$ cat config.mk
export PLATFORM = sky130hd
export DESIGN_NAME = icap_unit
export DESIGN_NICKNAME = d
export VERILOG_FILES = /design/src/rtl/icap_pkg.sv /design/src/rtl/icap_sync.sv /design/src/rtl/icap_filter.sv /design/src/rtl/icap_edge.sv /design/src/rtl/icap_unit.sv
export SDC_FILE = /design/constraint.sdc
export NUM_CORES = 1
export LEC_CHECK = 0
export BUFFER_PORTS_ARGS = -buffer_cell sky130_fd_sc_hd__clkbuf_2
export CAP_MARGIN = 20
export CORE_AREA = 5 5 45 57
export DETAILED_ROUTE_END_ITERATION = 7
export DIE_AREA = 0 0 50 62
export PLACE_DENSITY = 0.8
export REMOVE_ABC_BUFFERS = 1
export SLEW_MARGIN = 10
export SYNTH_ARGS = -nofsm -noshare
export SYNTH_HDL_FRONTEND = slang
export SYNTH_HIERARCHICAL = 1
export SYNTH_SLANG_ARGS = --single-unit
export TNS_END_PERCENT = 10
$ cat constraint.sdc
create_clock -name clk_i -period 3.8 [get_ports clk_i]
set_clock_uncertainty 0.2 [all_clocks]
set_input_delay 0.19 -clock clk_i [delete_from_list [all_inputs] [get_ports clk_i]]
set_output_delay 0.19 -clock clk_i [all_outputs]
set_load 0.1 [all_outputs]
$ cat src/rtl/icap_pkg.sv
package icap_pkg;

  typedef enum logic {
    EDGE_FALL = 1'b0,
    EDGE_RISE = 1'b1
  } edge_pol_e;

  localparam int MinSyncStages = 2;
  localparam int MinFiltLen    = 2;

endpackage

$ cat src/rtl/icap_sync.sv
module icap_sync #(
  parameter int STAGES = 2
) (
  input  logic clk_i,
  input  logic rst_ni,
  input  logic d_i,
  output logic q_o
);

  logic [STAGES-1:0] chain_q;

  generate
    if (STAGES > 1) begin : g_multi
      always_ff @(posedge clk_i or negedge rst_ni) begin
        if (!rst_ni) chain_q <= '0;
        else         chain_q <= {chain_q[STAGES-2:0], d_i};
      end
    end else begin : g_single
      always_ff @(posedge clk_i or negedge rst_ni) begin
        if (!rst_ni) chain_q <= '0;
        else         chain_q <= d_i;
      end
    end
  endgenerate

  assign q_o = chain_q[STAGES-1];

endmodule

$ cat src/rtl/icap_filter.sv
module icap_filter #(
  parameter int LEN = 4
) (
  input  logic clk_i,
  input  logic rst_ni,
  input  logic en_i,
  input  logic lvl_i,
  output logic lvl_o
);

  localparam int HistW = LEN - 1;

  logic [HistW-1:0] hist_q;
  logic             lvl_q;
  logic             all_hi;
  logic             all_lo;

  // history keeps shifting while bypassed so enabling mid-stream needs no refill
  generate
    if (HistW > 1) begin : g_hist_wide
      always_ff @(posedge clk_i or negedge rst_ni) begin
        if (!rst_ni) hist_q <= '0;
        else         hist_q <= {hist_q[HistW-2:0], lvl_i};
      end
    end else begin : g_hist_one
      always_ff @(posedge clk_i or negedge rst_ni) begin
        if (!rst_ni) hist_q <= '0;
        else         hist_q <= lvl_i;
      end
    end
  endgenerate

  assign all_hi = &{hist_q, lvl_i};
  assign all_lo = ~|{hist_q, lvl_i};

  always_ff @(posedge clk_i or negedge rst_ni) begin
    if (!rst_ni)     lvl_q <= 1'b0;
    else if (!en_i)  lvl_q <= lvl_i;
    else if (all_hi) lvl_q <= 1'b1;
    else if (all_lo) lvl_q <= 1'b0;
  end

  assign lvl_o = lvl_q;

endmodule

$ cat src/rtl/icap_edge.sv
module icap_edge
  import icap_pkg::*;
(
  input  logic      clk_i,
  input  logic      rst_ni,
  input  logic      lvl_i,
  input  edge_pol_e pol_i,
  output logic      hit_o
);

  logic prev_q;

  always_ff @(posedge clk_i or negedge rst_ni) begin
    if (!rst_ni) prev_q <= 1'b0;
    else         prev_q <= lvl_i;
  end

  // a polarity change alone cannot fire: a level change is required
  assign hit_o = (lvl_i != prev_q) && (lvl_i == (pol_i == EDGE_RISE));

endmodule

$ cat src/rtl/icap_unit.sv
module icap_unit
  import icap_pkg::*;
#(
  parameter int CNT_W       = 16,
  parameter int SYNC_STAGES = MinSyncStages,
  parameter int FILT_LEN    = 4
) (
  input  logic             clk_i,
  input  logic             rst_ni,
  input  logic             cap_pin_i,
  input  logic [CNT_W-1:0] count_i,
  input  logic             edge_sel_i,
  input  logic             filt_en_i,
  output logic [CNT_W-1:0] cap_val_o,
  output logic             cap_evt_o
);

  logic             sync_lvl;
  logic             flt_lvl;
  logic             hit;
  logic [CNT_W-1:0] cap_q;
  logic             evt_q;

  icap_sync #(
    .STAGES (SYNC_STAGES)
  ) u_sync (
    .clk_i  (clk_i),
    .rst_ni (rst_ni),
    .d_i    (cap_pin_i),
    .q_o    (sync_lvl)
  );

  icap_filter #(
    .LEN    (FILT_LEN)
  ) u_filt (
    .clk_i  (clk_i),
    .rst_ni (rst_ni),
    .en_i   (filt_en_i),
    .lvl_i  (sync_lvl),
    .lvl_o  (flt_lvl)
  );

  icap_edge u_edge (
    .clk_i  (clk_i),
    .rst_ni (rst_ni),
    .lvl_i  (flt_lvl),
    .pol_i  (edge_pol_e'(edge_sel_i)),
    .hit_o  (hit)
  );

  always_ff @(posedge clk_i or negedge rst_ni) begin
    if (!rst_ni) begin
      cap_q <= '0;
      evt_q <= 1'b0;
    end else begin
      evt_q <= hit;
      if (hit) cap_q <= count_i;
    end
  end

  assign cap_val_o = cap_q;
  assign cap_evt_o = evt_q;

endmodule

* Yosys cells after proc, flatten, opt, wreduce, memory -nomap -nowiden
Index checks and enable logic that the tools add are counted.
** Cells by class
- Equal/unequal tests :: 3
- Multiplexer cells :: 3
- Reductions and logical operators :: 3
** Operators with widths (number)
- 4-bit AND reduction :: 1
- 4-bit OR reduction :: 1
- 1-bit two-way mux :: 3
- 3-bit by 2-bit inequality test with 1-bit output (second input constant) :: 1
- 1-bit == test :: 1
- 1-bit logical AND :: 1
- 1-bit inequality test :: 1
** Storage, ports and cells
- Bits in registers :: 24
- Input port bits :: 21
- Output and inout port bits :: 17
- Word-level logic and storage cells :: 15

* Longest topological paths before layout
Gate-level depths: netlist of the first run.
- Depth in word-level cells :: 4
- Depth in mapped cells :: 5
- Mapped depth without buffers :: 3

* By module
The synthesis of the first run kept the hierarchy.
** By module, submodules not included
- icap_unit :: times used 1, cells an instance 35, area an instance 674.4 um2
- icap_filter :: times used 1, cells an instance 10, area an instance 132.6 um2
- icap_sync :: times used 1, cells an instance 2, area an instance 50.0 um2
- icap_edge :: times used 1, cells an instance 4, area an instance 47.5 um2

* Worst setup path after synthesis of the first run
OpenSTA, ideal clock, no wires.
- Path kind :: flip-flop to flip-flop
- From :: register u_filt.lvl_q, in the netlist u_filt/lvl_o
- To :: register cap_q[10], in the netlist cap_val_o[10]
- Library setup time :: 126 ps
- Arrival :: 1262 ps
- Data required time :: 3474 ps
- Slack :: 2211 ps
- Stages on the path, launching flop included :: 6
- Buffers on the path :: 2
- Clock period less this slack :: 1589 ps
- Cell sequence :: dfrtp_1 > nand2b_1 > o22ai_2 > buf_6 > buf_12 > mux2_4
** Between the ends
- Cells in the longest elaborated chain, start to end :: 2
- Elaborated cells on any way between the ends :: 3
- Classes of those cells :: 2 x eq/ne; 1 x reduce/logical
** Ends and longest elaborated chain
- start, declared :: line icap_filter.sv:14 : logic lvl_q;
- start signal, assigned :: line icap_filter.sv:38 : else if (!en_i) lvl_q <= lvl_i;
- 1-bit inequality test or 1-bit == test (tied branches) :: line icap_edge.sv:19 : assign hit_o = (lvl_i != prev_q) && (lvl_i == (pol_i == EDGE_RISE));
- 1-bit logical AND * :: line icap_edge.sv:19
- net hit :: line icap_unit.sv:20 : logic hit;
- end signal, assigned :: line icap_unit.sv:57 : if (hit) cap_q <= count_i;
- end, declared :: line icap_unit.sv:21 : logic [CNT_W-1:0] cap_q;
Mark *: on every way through the listed nets, which the timed path passes. The rest lies on a longest branch.
A chain may end at the register's enable or synchronous reset.

* Worst setup path after layout of the first run
- From :: register u_filt.lvl_q, in the netlist u_filt/lvl_o
- To :: register cap_q[15], in the netlist cap_val_o[15]
The elaborated chain is that of the path after synthesis.

==> results.txt, run 1 <==
Site Rows -> 18
Syn Area/Cell -> 17.7 um2
WHS Endpoint -> u_sync/chain_q[1]
area grow syn2layout -> 44.8%
Post-Syn Area -> 905 um2
RSZ-0062 raised after global routing -> no
outcome -> finished clean
Max Slew Vio Count -> 0
Yosys reg bits -> 24
die area -> 3100 um2
Setup violations, final -> 0
PwrDens -> 850 nW/um2
r2r endpoint -> cap_val_o[15]
most frequent cells in the layout -> clkbuf_2, dfrtp_1, dlygate4sd3_1
share of post-route cells with drive strength above 1 -> 0.532
WL final -> 1840 um
Crit. End Element -> flop
Ports -> 38
Synth top area share -> 0.664
commonest non-fill, non-tap cell in the layout -> clkbuf_2
Final Instance Area -> 1310 um2
die width -> 50 um
routing usage on met1 -> 0.150
flop2flop setup slack -> 1.66 ns
H-tree Lvls -> 1
First-pass DRT Iterations -> 2
worst r2r path cells -> 3
synth top area cells -> dfrtp_1, mux2_4, mux2_2
GRT busiest layer -> met2
nets -> 131
VDD IR-drop max -> 0.422 mV
dpl hpwl -> 1130 um
vias -> 629
Hold Crit Start -> u_sync/chain_q[0]
met2 global-route usage -> 0.268
CTS Root Buffer Type -> clkbuf_4
Yosys warnings -> 6
startpoint types -> flop
vias in the first global route -> 745
register area share after synthesis -> 0.664
Worst Path Required -> 3.80 ns
Final Hold Fails -> 0
initial antenna violation count -> 0
met3 GRT Util -> 0.0263
number of buffers added on ports -> 37
crit path DAT -> 2.14 ns
Wirelength per Cell -> 14.3 um
CP Max Fanout -> 17
final core occ -> 0.676
area leader, netlist -> dfrtp_1
Placement Setup Slack -> 1.64 ns
largest net degree at the start of global routing -> 25
Initial Utilization -> 0.467
final setup margin -> 1.66 ns
Num Clock Sinks -> 24
worst slew pin tran -> 1.07 ns
vias per inst -> 4.88
MaxCap Viol Count -> 0
Max Clock Freq -> 466 MHz
CTS Buf Count -> 3
first-pass GRT wire length -> 3370 um
Yosys cell types -> 11
clock latency on the worst-skew pair -> 0.30 ns
Mapped Cells -> 51
DRT antenna net count -> 0
Worst Hold Class -> flop to flop
CP Class -> flop to flop
# diodes -> 0
Congestion Overflow GR -> 0
post-layout min period -> 2.14 ns
All-Layer GR Usage -> 0.143
Core Box Area -> 1940 um2
Placed Instance Area -> 1080 um2
setup TNS -> 0 ns
Final period util -> 0.564
CTS tree -> yes
reg2reg start -> u_filt/lvl_o
gp weighted congestion -> 0.627
WHS Path Cells -> 0
clock-pin slew on the worst setup and hold paths -> 0.12 ns
P_leak -> 0.651 nW
Die Height -> 62 um
FILL cells -> 141
# DRC -> 0
clock buffer depth -> 2
initial drt markers -> 1
relative slew slack -> 0.289
power breakdown:
part | internal (mW) | switching (mW) | total (mW) | leakage [nW]
sequential | 0.319 | 0.0349 | 0.353 | 0.283
clock | 0.0584 | 0.0681 | 0.126 | 0.0210
combinational | 0.129 | 0.505 | 0.634 | 0.347
total | 0.506 | 0.608 | 1.11 | 0.651
sequential cells by signal (all words and copies together), names as in the netlist:
signal / flops
u_edge/prev_q: 1
u_filt/lvl_o: 1
u_filt/hist_q: 3
cap_evt_o: 1
u_sync/chain_q: 2
cap_val_o: 16
critical path: stages (launching register included):
cell,delay [ns]
dfrtp_1,0.43
nand2b_1,0.16
o22ai_2,0.83
mux2_2,0.42
metal layers:
layer / part of all wire / vias up
li1: - / 291
met1: 0.39 / 309
met2: 0.53 / 27
met3: 0.064 / 2
met4: 0.015 / 0
met5: 0 / -
Yosys cell counts:
| cell type | n |
|---|---|
| a21oi_1 | 3 |
| nor3_1 | 1 |
| nand2_1 | 1 |
| nand2b_1 | 2 |
| or3_1 | 1 |
| mux2_4 | 10 |
| o22ai_2 | 1 |
| buf_6 | 1 |
| buf_12 | 1 |
| mux2_2 | 6 |
| dfrtp_1 | 24 |
kinds of logic (layout without fill, tap and decap cells):
family / Yosys count / after routing / synth area share
flip-flops: 24 / 24 / 0.664
AND/OR/NAND/NOR: 5 / 5 / 0.0304
multiplexers: 16 / 16 / 0.241
buffers and inverters: 2 / 60 / 0.0346
AO/OA/AOI/OAI: 4 / 4 / 0.0304
area by class of cell:
cell class              instances  area, um2  area share
clock buffers                   4       36.3      0.0277
multi-input cells              25        273       0.208
flip-flops and latches         24        601       0.458
well taps                      20       25.0      0.0191
repair buffers                 56        375       0.287
how the worst max path moves through the flow:
| stage | startpoint | end | slack, ns | cells after the start |
|---|---|---|---|---|
| finish | u_filt/lvl_o | cap_val_o[15] | 1.66 | 3 |
| floorplan | u_filt/lvl_o | cap_val_o[0] | 1.87 | 3 |
| global route | u_filt/lvl_o | cap_val_o[13] | 1.56 | 3 |
| detailed placement | u_filt/lvl_o | cap_val_o[1] | 1.64 | 3 |
| global placement | u_filt/lvl_o | cap_val_o[2] | 1.72 | 3 |
| CTS | u_filt/lvl_o | cap_val_o[15] | 1.65 | 3 |
through the flow:
| stage | hold WS, ns | std cells | total power, mW |
|---|---|---|---|
| after global placement | -0.00585 | 106 | 0.972 |
| after detailed placement | 0.0152 | 106 | 0.978 |
| after global routing | 0.181 | 129 | 1.16 |
| final | 0.171 | 129 | 1.11 |
| after floorplan | -0.306 | 49 | 0.882 |
| after CTS | 0.169 | 129 | 1.12 |
what timing repair did:
action,4_1_cts,5_1_grt
endpoints found under the hold margin,42,0
buffers inserted,0,0
gates resized for setup,0,0
hold buffers,19,0
No activity file was read; power rests on OpenSTA's default activity.
==> run 2, diff against run 1 <==
--- a/config.mk
+++ b/config.mk
@@ -7,10 +7,10 @@
 export LEC_CHECK = 0
 export BUFFER_PORTS_ARGS = -buffer_cell sky130_fd_sc_hd__clkbuf_2
 export CAP_MARGIN = 20
-export CORE_AREA = 5 5 45 57
+export CORE_AREA = 5 5 47 59
 export DETAILED_ROUTE_END_ITERATION = 7
-export DIE_AREA = 0 0 50 62
-export PLACE_DENSITY = 0.8
+export DIE_AREA = 0 0 52 64
+export PLACE_DENSITY = 0.75
 export REMOVE_ABC_BUFFERS = 1
 export SLEW_MARGIN = 10
 export SYNTH_ARGS = -nofsm -noshare
==> constraint.sdc (replaced) <==
create_clock -name clk_i -period 2.16 [get_ports clk_i]
set_clock_uncertainty 0.2 [all_clocks]
set_input_delay 0.108 -clock clk_i [delete_from_list [all_inputs] [get_ports clk_i]]
set_output_delay 0.108 -clock clk_i [all_outputs]
set_load 0.1 [all_outputs]
==> results.txt, run 2 (synthesis results as in run 1) <==
CTS tree -> yes
GRT busiest layer -> met2
Wirelength per Cell -> 12.8 um (-10%)
clock-pin slew on the worst setup and hold paths -> 0.12 ns (about the same)
clock buffer depth -> 2 (unchanged)
H-tree Lvls -> 1 (unchanged)
Reg area -> 601 um2 (unchanged)
Num Clock Sinks -> 24 (unchanged)
met3 GRT Util -> 0.0302 (+0.00398)
largest net degree at the start of global routing -> 25 (unchanged)
most frequent cells in the layout -> clkbuf_2, dfrtp_1, dlygate4sd3_1
Final Hold Slack -> 0.0547 ns (-0.116 ns)
First-pass DRT Iterations -> 4 (+2)
Setup violations, final -> 0 (unchanged)
FILL cells -> 178 (+26%)
# diodes -> 0 (unchanged)
die area -> 3330 um2 (+7.4%)
final setup margin -> 0.483 ns (-1.17 ns)
clock latency on the worst-skew pair -> 0.30 ns (about the same)
Cell Chain, Critical Path -> nand2b_1 -> o22ai_2 -> buf_4 -> mux2_2
gp weighted congestion -> 0.667 (+6.4%)
All-Layer GR Usage -> 0.120 (-0.0227)
share of post-route cells with drive strength above 1 -> 0.536 (+0.00425)
post-cts sizing count -> 0 (unchanged)
Placement Setup Slack -> 0.489 ns (-1.15 ns)
multi-input logic area -> 273 um2 (unchanged)
dpl hpwl -> 1320 um (+16%)
Worst Path Required -> 2.16 ns (-1.64 ns)
Congestion Overflow GR -> 0 (unchanged)
MaxCap Viol Count -> 0 (unchanged)
Final Hold Fails -> 0 (unchanged)
vias -> 613 (-2.5%)
Max Clock Freq -> 596 MHz (+28%)
Crit. End Element -> flop
startpoint types -> flop
post-layout min period -> 1.68 ns (-0.467 ns)
Core Box Area -> 2160 um2 (+12%)
Worst Hold Class -> input pin to flop
Power Total -> 1.93 mW (+73%)
number of buffers added on ports -> 37 (unchanged)
RSZ-0062 raised after global routing -> no
first-pass GRT wire length -> 2990 um (-11%)
crit path DAT -> 1.68 ns (-0.46 ns)
CP Class -> flop to flop
worst slew pin tran -> 0.569 ns (-0.498 ns)
# DRC -> 0 (unchanged)
relative slew slack -> 0.621 (+0.332)
PwrDens -> 1450 nW/um2 (+71%)
initial antenna violation count -> 0 (unchanged)
Initial Utilization -> 0.418 (-0.0489)
P_leak -> 0.654 nW (+0.49%)
WL final -> 1810 um (-1.8%)
CP peak stage delay -> 0.43 ns (-0.40 ns)
Site Rows -> 19 (+1)
final core occ -> 0.612 (-0.0639)
crit path max-delay cell type -> dfrtp_1
DRT antenna net count -> 0 (unchanged)
Final period util -> 0.776 (+0.212)
CTS Buf Count -> 3 (unchanged)
CTS Root Buffer Type -> clkbuf_4
commonest non-fill, non-tap cell in the layout -> clkbuf_2
Max Slew Vio Count -> 0 (unchanged)
met2 global-route usage -> 0.187 (-0.0804)
Largest register FFs -> 16 (unchanged)
Die Height -> 64 um (+3.2%)
die width -> 52 um (+4.0%)
area grow syn2layout -> 46.5%
nets -> 133 (+1.5%)
setup TNS -> 0 ns (unchanged)
Ports -> 38 (unchanged)
routing usage on met1 -> 0.152 (+0.00216)
vias per inst -> 4.35 (-11%)
initial drt markers -> 13 (+12)
vias in the first global route -> 629 (-16%)
VDD IR-drop max -> 1.28 mV (+200%)
CP Max Fanout -> 12 (-5)
outcome -> finished clean
## run 2: worst paths after layout
path                                         from                 to  slack (ns)  cells past startpoint
worst min register to register  u_sync/chain_q[0]  u_sync/chain_q[1]        0.17                      0
max in group asynchronous                  rst_ni       cap_val_o[6]        1.26                      2
worst max-delay path                 u_filt/lvl_o       cap_val_o[1]        0.48                      4
worst min-delay path                   edge_sel_i          cap_evt_o        0.05                      3
worst max register to register       u_filt/lvl_o       cap_val_o[1]        0.48                      4
min in group asynchronous                  rst_ni      cap_val_o[10]        0.12                      2
## run 2: final cells by class
type | count | share of cell area
timing repair buffer | 58 | 0.295
clock buffer | 3 | 0.0170
tap | 31 | 0.0293
multi-input combinational | 25 | 0.206
sequential | 24 | 0.453
## run 2: critical path: cells and delay by family, from the launching register on
| family | cells | cell delay, ns |
|---|---|---|
| buffers and inverters | 1 | 0.26 |
| AOI/OAI and AO/OA | 1 | 0.16 |
| DFF | 1 | 0.43 |
| muxes | 1 | 0.37 |
| and+or+nand+nor | 1 | 0.16 |
## run 2: per-stage QoR
| stage | std cells | instance area (um2) |
|---|---|---|
| 5_1_grt | 141 | 1330 |
| 3_5_place_dp | 119 | 1110 |
| 6_report | 141 | 1330 |
| 3_3_place_gp | 119 | 1110 |
| 4_1_cts | 141 | 1330 |
| 2_1_floorplan | 49 | 873 |
## run 2: power breakdown
group	leakage [nW]	switching (mW)	internal [mW]	total, mW
Sequential	0.283	0.0639	0.561	0.625
Combinational	0.357	0.888	0.231	1.12
Clock	0.0138	0.119	0.0649	0.184
## run 2: per-layer routing
metal  wire length, um  part of all wire  vias up
met4                21             0.012        0
met1               783              0.43      294
li1                  -                 -      295
met3               109             0.060        2
met2               894              0.49       22
met5                 0                 0        -
## run 2: timing repair
item | 4_1_cts | 5_1_grt
hold buffers | 19 | 0
hold endpoints to repair | 42 | 0
setup buffers | 0 | 0
